===== config.mk =====
export PLATFORM = sky130hd
export DESIGN_NAME = sram_async_ctrl
export DESIGN_NICKNAME = d
export VERILOG_FILES = /design/src/rtl/sram_ctrl_pkg.sv /design/src/rtl/sram_phase_timer.sv /design/src/rtl/sram_seq_fsm.sv /design/src/rtl/sram_data_path.sv /design/src/rtl/sram_async_ctrl.sv
export SDC_FILE = /design/constraint.sdc
export NUM_CORES = 1
export LEC_CHECK = 0
export BUFFER_PORTS_ARGS = -buffer_cell sky130_fd_sc_hd__buf_2
export CAP_MARGIN = 20
export CORE_MARGIN = 8
export CORE_UTILIZATION = 45
export DETAILED_ROUTE_END_ITERATION = 10
export GPL_ROUTABILITY_DRIVEN = 0
export PLACE_DENSITY = 0.75
export RECOVER_POWER = 25
export SYNTH_ARGS = -nofsm -noshare
export SYNTH_HDL_FRONTEND = slang
export SYNTH_SLANG_ARGS = --single-unit

===== constraint.sdc =====
create_clock -name clk -period 2.65 [get_ports clk]
set_input_delay 0.53 -clock clk [delete_from_list [all_inputs] [get_ports clk]]
set_output_delay 0.53 -clock clk [all_outputs]
set_load 0.01 [all_outputs]

===== src/rtl/sram_ctrl_pkg.sv =====
`timescale 1ns/1ps
package sram_ctrl_pkg;

    typedef enum logic [2:0] {
        ST_IDLE,
        ST_RD_ACCESS,
        ST_RD_DONE,
        ST_WR_SETUP,
        ST_WR_PULSE,
        ST_WR_RECOVER,
        ST_TURNAROUND
    } seq_state_e;

    // Pin-level control bundle, active-low strobes plus bus drive enable
    typedef struct packed {
        logic ce_n;
        logic we_n;
        logic oe_n;
        logic drive;
    } pin_ctl_t;

    localparam pin_ctl_t PINS_QUIET = '{ce_n: 1'b1, we_n: 1'b1, oe_n: 1'b1, drive: 1'b0};

    function automatic int unsigned max2(input int unsigned a, input int unsigned b);
        return (a > b) ? a : b;
    endfunction

    // Strobe pattern belonging to each sequencer state
    function automatic pin_ctl_t pins_for(input seq_state_e s);
        pin_ctl_t p;
        p = PINS_QUIET;
        case (s)
            ST_RD_ACCESS: begin
                p.ce_n = 1'b0;
                p.oe_n = 1'b0;
            end
            ST_WR_SETUP, ST_WR_RECOVER: begin
                p.ce_n = 1'b0;
            end
            ST_WR_PULSE: begin
                p.ce_n  = 1'b0;
                p.we_n  = 1'b0;
                p.drive = 1'b1;
            end
            default: p = PINS_QUIET;
        endcase
        return p;
    endfunction

endpackage


===== src/rtl/sram_phase_timer.sv =====
`timescale 1ns/1ps
module sram_phase_timer #(
    parameter int CNT_W = 4
) (
    input  logic             clk,
    input  logic             rst,
    input  logic             run,
    input  logic [CNT_W-1:0] limit,
    output logic             last
);
    logic [CNT_W-1:0] cnt_q;

    assign last = run && (cnt_q == limit - 1'b1);

    always_ff @(posedge clk) begin
        if (rst || !run || last) cnt_q <= '0;
        else                     cnt_q <= cnt_q + 1'b1;
    end

    AST_TIMER_BOUND: assert property (@(posedge clk) disable iff (rst)
        run |-> (cnt_q < limit));

endmodule


===== src/rtl/sram_seq_fsm.sv =====
`timescale 1ns/1ps
module sram_seq_fsm
    import sram_ctrl_pkg::*;
#(
    parameter int RD_CYC    = 7,
    parameter int TURN_CYC  = 3,
    parameter int SETUP_CYC = 1,
    parameter int WP_CYC    = 4,
    parameter int REC_CYC   = 2,
    parameter int CNT_W     = 3
) (
    input  logic     clk,
    input  logic     rst,
    input  logic     req_valid,
    input  logic     req_write,
    output logic     accept,
    output logic     ready,
    output logic     capture,
    output pin_ctl_t pins
);
    seq_state_e       state_q, state_nx;
    pin_ctl_t         pins_q;
    logic             ready_q;
    logic             tm_run, tm_last;
    logic [CNT_W-1:0] tm_limit;

    assign accept  = (state_q == ST_IDLE) && req_valid;
    assign tm_run  = (state_q != ST_IDLE);
    assign capture = (state_q == ST_RD_ACCESS) && tm_last;

    always_comb begin
        case (state_q)
            ST_RD_ACCESS:  tm_limit = CNT_W'(RD_CYC);
            ST_TURNAROUND: tm_limit = CNT_W'(TURN_CYC);
            ST_WR_SETUP:   tm_limit = CNT_W'(SETUP_CYC);
            ST_WR_PULSE:   tm_limit = CNT_W'(WP_CYC);
            ST_WR_RECOVER: tm_limit = CNT_W'(REC_CYC);
            default:       tm_limit = CNT_W'(1);
        endcase
    end

    sram_phase_timer #(.CNT_W(CNT_W)) i_timer (
        .clk   (clk),
        .rst   (rst),
        .run   (tm_run),
        .limit (tm_limit),
        .last  (tm_last)
    );

    always_comb begin
        state_nx = state_q;
        case (state_q)
            ST_IDLE:       if (req_valid) state_nx = req_write ? ST_WR_SETUP : ST_RD_ACCESS;
            ST_RD_ACCESS:  if (tm_last) state_nx = ST_RD_DONE;
            ST_RD_DONE:    state_nx = ST_TURNAROUND;
            ST_TURNAROUND: if (tm_last) state_nx = ST_IDLE;
            ST_WR_SETUP:   if (tm_last) state_nx = ST_WR_PULSE;
            ST_WR_PULSE:   if (tm_last) state_nx = ST_WR_RECOVER;
            ST_WR_RECOVER: if (tm_last) state_nx = ST_IDLE;
            default:       state_nx = ST_IDLE;
        endcase
    end

    // Strobes registered from the next state: glitch-free pins aligned to the state
    always_ff @(posedge clk) begin
        if (rst) begin
            state_q <= ST_IDLE;
            pins_q  <= PINS_QUIET;
            ready_q <= 1'b1;
        end else begin
            state_q <= state_nx;
            pins_q  <= pins_for(state_nx);
            ready_q <= (state_nx == ST_IDLE);
        end
    end

    assign pins  = pins_q;
    assign ready = ready_q;

    AST_NO_BUS_FIGHT: assert property (@(posedge clk) disable iff (rst)
        pins_q.drive |-> (pins_q.oe_n && !pins_q.we_n && !pins_q.ce_n));
    AST_STROBE_EXCL: assert property (@(posedge clk) disable iff (rst)
        !(!pins_q.oe_n && !pins_q.we_n));
    AST_CE_GATES: assert property (@(posedge clk) disable iff (rst)
        pins_q.ce_n |-> (pins_q.we_n && pins_q.oe_n));
    AST_READY_QUIET: assert property (@(posedge clk) disable iff (rst)
        ready_q |-> (pins_q.ce_n && !pins_q.drive));
    AST_ACCEPT_BUSY: assert property (@(posedge clk) disable iff (rst)
        accept |=> !ready_q);
    AST_CAPTURE_OE: assert property (@(posedge clk) disable iff (rst)
        capture |-> (!pins_q.oe_n && !pins_q.ce_n && pins_q.we_n));

endmodule


===== src/rtl/sram_data_path.sv =====
`timescale 1ns/1ps
module sram_data_path #(
    parameter int ADDR_W = 15,
    parameter int DATA_W = 8
) (
    input  logic              clk,
    input  logic              rst,
    input  logic              accept,
    input  logic [ADDR_W-1:0] req_addr,
    input  logic [DATA_W-1:0] req_wdata,
    input  logic              capture,
    input  logic              ce_n,
    input  logic [DATA_W-1:0] dq_in,
    output logic [ADDR_W-1:0] mem_addr,
    output logic [DATA_W-1:0] dq_out,
    output logic [DATA_W-1:0] rd_data,
    output logic              rd_valid
);
    logic [ADDR_W-1:0] addr_q;
    logic [DATA_W-1:0] wdata_q, rdata_q;
    logic              rvalid_q;

    always_ff @(posedge clk) begin
        if (rst) begin
            addr_q   <= '0;
            wdata_q  <= '0;
            rdata_q  <= '0;
            rvalid_q <= 1'b0;
        end else begin
            if (accept) begin
                addr_q  <= req_addr;
                wdata_q <= req_wdata;
            end
            if (capture) rdata_q <= dq_in;
            rvalid_q <= capture;
        end
    end

    assign mem_addr = addr_q;
    assign dq_out   = wdata_q;
    assign rd_data  = rdata_q;
    assign rd_valid = rvalid_q;

    AST_ADDR_STABLE: assert property (@(posedge clk) disable iff (rst)
        (!ce_n && !$past(ce_n)) |-> (addr_q == $past(addr_q)));
    AST_RVALID_PULSE: assert property (@(posedge clk) disable iff (rst)
        rvalid_q |=> !rvalid_q);

endmodule


===== src/rtl/sram_async_ctrl.sv =====
`timescale 1ns/1ps
module sram_async_ctrl
    import sram_ctrl_pkg::*;
#(
    parameter int ADDR_W         = 15,
    parameter int DATA_W         = 8,
    parameter int RD_ACCESS_CYC  = 7,
    parameter int WR_PULSE_CYC   = 4,
    parameter int ADDR_VALID_CYC = 5,
    parameter int WR_CYCLE_CYC   = 7,
    parameter int TURN_CYC       = 3
) (
    input  logic              clk,
    input  logic              rst,
    input  logic              req_valid,
    input  logic              req_write,
    input  logic [ADDR_W-1:0] req_addr,
    input  logic [DATA_W-1:0] req_wdata,
    output logic              req_ready,
    output logic              rd_valid,
    output logic [DATA_W-1:0] rd_data,
    output logic              mem_ce_n,
    output logic              mem_we_n,
    output logic              mem_oe_n,
    output logic [ADDR_W-1:0] mem_addr,
    output logic [DATA_W-1:0] mem_dq_out,
    input  logic [DATA_W-1:0] mem_dq_in,
    output logic              mem_dq_oe
);
    localparam int SETUP_CYC = int'(max2(1, (ADDR_VALID_CYC > WR_PULSE_CYC) ?
                                            ADDR_VALID_CYC - WR_PULSE_CYC : 0));
    localparam int REC_CYC   = int'(max2(1, (WR_CYCLE_CYC > SETUP_CYC + WR_PULSE_CYC) ?
                                            WR_CYCLE_CYC - SETUP_CYC - WR_PULSE_CYC : 0));
    localparam int MAX_CYC   = int'(max2(max2(RD_ACCESS_CYC, TURN_CYC),
                                         max2(max2(SETUP_CYC, WR_PULSE_CYC), REC_CYC)));
    localparam int CNT_W     = $clog2(MAX_CYC + 1);

    logic     accept, capture;
    pin_ctl_t pins;

    sram_seq_fsm #(
        .RD_CYC    (RD_ACCESS_CYC),
        .TURN_CYC  (TURN_CYC),
        .SETUP_CYC (SETUP_CYC),
        .WP_CYC    (WR_PULSE_CYC),
        .REC_CYC   (REC_CYC),
        .CNT_W     (CNT_W)
    ) i_fsm (
        .clk       (clk),
        .rst       (rst),
        .req_valid (req_valid),
        .req_write (req_write),
        .accept    (accept),
        .ready     (req_ready),
        .capture   (capture),
        .pins      (pins)
    );

    sram_data_path #(
        .ADDR_W (ADDR_W),
        .DATA_W (DATA_W)
    ) i_dp (
        .clk       (clk),
        .rst       (rst),
        .accept    (accept),
        .req_addr  (req_addr),
        .req_wdata (req_wdata),
        .capture   (capture),
        .ce_n      (pins.ce_n),
        .dq_in     (mem_dq_in),
        .mem_addr  (mem_addr),
        .dq_out    (mem_dq_out),
        .rd_data   (rd_data),
        .rd_valid  (rd_valid)
    );

    assign mem_ce_n  = pins.ce_n;
    assign mem_we_n  = pins.we_n;
    assign mem_oe_n  = pins.oe_n;
    assign mem_dq_oe = pins.drive;

endmodule


==> flow_metrics.py <==
metrics = {
    "outcome": {
        "outcome": "finished clean",
    },
    "setup_path": {
        "max_stage_delay_ns": 0.51,
        "crit_type": "reg -> reg",
        "path_buf_inv": 1,
        "required_ns": 2.81,
        "cp_max_fo": 11,
        "crit_path_end": "i_fsm.pins[3]",
        "reg2regPathDepth": 9,
        "critical-path-slowest-cell": "dfxtp_1",
        "crit_chain": "nand2_1, nor2_1, a21oi_1, ha_1, xnor2_2, buf_4, nor3_2, a2111oi_2, nand2_1",
        "arrival_ns": 2.59,
        "endpoint_kind": "flip-flop",
        "crit_start": "i_fsm.state_q[2]",
        "r2r_slack_ns": 0.22,
        "regToRegStartpoint": "i_fsm.state_q[2]",
        "r2r-end": "i_fsm.pins[3]",
        "critical_path_depth": 9,
        "cp_top_family": "compound AO/OA/AOI/OAI gates",
        "worst_path_most_repeated_cell": "nand2_1",
        "critPathLaunchType": "flip-flop",
    },
    "placed_design": {
        "dp_hpwl_um": 3490,
        "io_buffers": 71,
        "pre_cts_slack_ns": 0.165,
        "dp.cells": 328,
    },
    "cts": {
        "cts_root_buf": "clkbuf_8",
        "cts_setup_buffers": 0,
        "cts_sinks": 43,
        "numCtsBuffers": 5,
        "clk_pin_slew_ns": 0.08,
        "clock_path_buffers": 2,
        "postCtsHoldBufs": 0,
        "cts_tree": "yes",
        "h-tree-depth": 2,
        "cts_resized": 0,
        "clkLatencyLatePin_ns": 0.30,
    },
    "synthesis": {
        "synth_area_leaders": "dfxtp_1, nand2_1, a21oi_1",
        "syn-num-nets": 252,
        "syn_area_per_cell_um2": 8.66,
        "synth-main-ff-cell": "dfxtp_1",
        "netlist_area_mm2": 0.00186,
        "synth_edf_count": 0,
        "async_reset_ff_share_pct": 0,
        "yosys_register_bits": 43,
        "ys.warnings.count": 0,
        "seq_area_frac_synth_pct": 46.2,
        "synth_top_area_share_pct": 46.2,
        "yosys.area.top_type": "dfxtp_1",
        "synth_cell_type_count": 47,
        "synthCells": 215,
    },
    "global_routing": {
        "grt_start_max_net_pins": 41,
        "grt_first_pass_wirelength_um": 8010,
        "antenna_found_initial": 0,
        "track_usage_pct": 15.7,
        "grt_overflow_total": 0,
        "grt_pass1_vias": 1716,
    },
    "worst_hold_path": {
        "hold_depth": 2,
        "hold_class": "reg -> reg",
    },
    "sta": {
        "tightest_slew_ns": 0.735,
        "rsz0062_at_grt": "no",
        "finalSetupTns_ns": 0,
        "skew_ns": 0.00880,
        "hold_viol_final": 0,
        "fin_crit_sh_pct": 91.7,
        "finalWorstSetupSlack_ns": 0.219,
        "finalSetupViolations": 0,
        "relSlewSlack_pct": 50.9,
        "clock.fmax_mhz": 411,
        "period_needed_ns": 2.43,
        "final_max_slew_viol_count": 0,
    },
    "routing": {
        "num_vias": 1774,
        "drtPass1Iterations": 4,
        "drc_errors": 0,
        "avgRoutedWirePerCell_um": 14.5,
        "totalWireLength_um": 4860,
        "dr.first_iter.drc_count": 166,
        "vias_per_cell": 5.28,
        "antenna_left": 0,
    },
    "floorplan": {
        "fp-row-count": 23,
        "die_area_mm2": 0.00645,
        "start_util_pct": 46.5,
        "die_h_um": 80.3,
        "die_x_um": 80.3,
        "num_io_pins": 72,
        "core_mm2": 0.00400,
    },
    "layout": {
        "fin_cells": 336,
        "drive_gt1_share_pct": 26.9,
        "ff_latch_area_um2": 862,
        "multi_input_area_um2": 938,
        "diodes": 0,
        "nNetsFinal": 322,
        "mostFrequentLayoutCell": "nand2_1",
        "fillers": 392,
        "fin_util_pct": 58.6,
        "area_growth_pct": 25.8,
        "layout_common_cells": "nand2_1, buf_2, dfxtp_1",
    },
    "power_and_ir_drop": {
        "peakVddDrop_mv": 0.432,
        "finalPower_mw": 2.38,
        "leakagePower_nw": 0.968,
        "p_per_area_mw_per_mm2": 1020,
    },
    "run": {
        "cap_violations": 0,
    },
}
==> stage by stage <==
step                cell area (µm²)  hold WS [ns]
floorplan                      1860         0.481
CTS                            2350         0.452
finish                         2340         0.456
detailed placement             2260         0.443
global route                   2340         0.453
global placement               2260         0.439
==> cell type report <==
type	instances	share of cell area (%)
clock buffers	6	3.10
clock inverters	2	0.534
inverters	3	0.481
multi-input cells	154	40.1
flip-flops and latches	43	36.8
well taps	50	2.67
repair buffers	78	16.3
==> metal layers <==
metal	wire length, µm	share of wire [%]	vias up	GRT usage (%)
met4	79	1.6	0	7.82
met1	1930	40	802	18.4
met5	0	0	-	0
met3	453	9.3	9	5.69
li1	-	-	879	-
met2	2400	49	84	24.6
==> flip-flops by register name (all words and copies together) (netlist names) <==
name	flops
i_dp.dq_out	8
i_dp.rd_valid	1
i_fsm.i_timer.cnt_q	3
i_fsm.pins	4
i_dp.mem_addr	15
i_fsm.ready	1
i_fsm.state_q	3
i_dp.rd_data	8
==> cells in the mapped netlist (2+ instances only) <==
cell type and n:
nand3b_1 2, a21oi_1 26, clkbuf_1 6, xnor2_1 2, nor3_1 4, buf_1 2
nor4_1 4, inv_1 3, o22ai_1 2, nand2b_1 3, and2_1 4, dfxtp_1 43
nand2_1 53, mux2i_1 8, xnor2_2 2, o32ai_1 2, buf_2 6, nor2_1 13
ha_1 2
==> worst min-delay path by stage <==
stage,start,to,slack [ns]
2_1_floorplan,i_dp.dq_out[0],i_dp.dq_out[0],0.48
3_3_place_gp,i_dp.mem_addr[5],i_dp.mem_addr[5],0.44
3_5_place_dp,i_dp.mem_addr[10],i_dp.mem_addr[10],0.44
4_1_cts,req_wdata[0],i_dp.dq_out[0],0.45
5_1_grt,req_addr[12],i_dp.mem_addr[12],0.45
6_report,i_dp.mem_addr[9],i_dp.mem_addr[9],0.46
==> power breakdown <==
| group | switching (mW) | internal [mW] |
|---|---|---|
| combinational | 0.648 | 0.436 |
| sequential | 0.118 | 0.780 |
| clock | 0.214 | 0.184 |
==> cell families (layout without fill, tap and decap cells) <==
| family | after synthesis | in the layout | share of synthesized area [%] |
|---|---|---|---|
| AOI/OAI and AO/OA | 46 | 46 | 17.0 |
| xor gates and xnor gates | 6 | 6 | 4.03 |
| adders and majority gates | 2 | 2 | 1.34 |
| buffers and inverters | 18 | 89 | 4.44 |
| DFF | 43 | 43 | 46.2 |
| muxes | 8 | 8 | 4.30 |
| and+or+nand+nor | 92 | 92 | 22.6 |
==> worst register-to-register path, delay by kind of cell, from the launching register on <==
family	cells	cell delay [ns]
buffers and inverters	1	0.21
adder cells (fa/ha/maj)	1	0.34
AO/OA/AOI/OAI	2	0.57
XOR/XNOR	1	0.21
flip-flops	1	0.51
AND/OR/NAND/NOR	4	0.47
No activity file was read; power rests on OpenSTA's default activity.
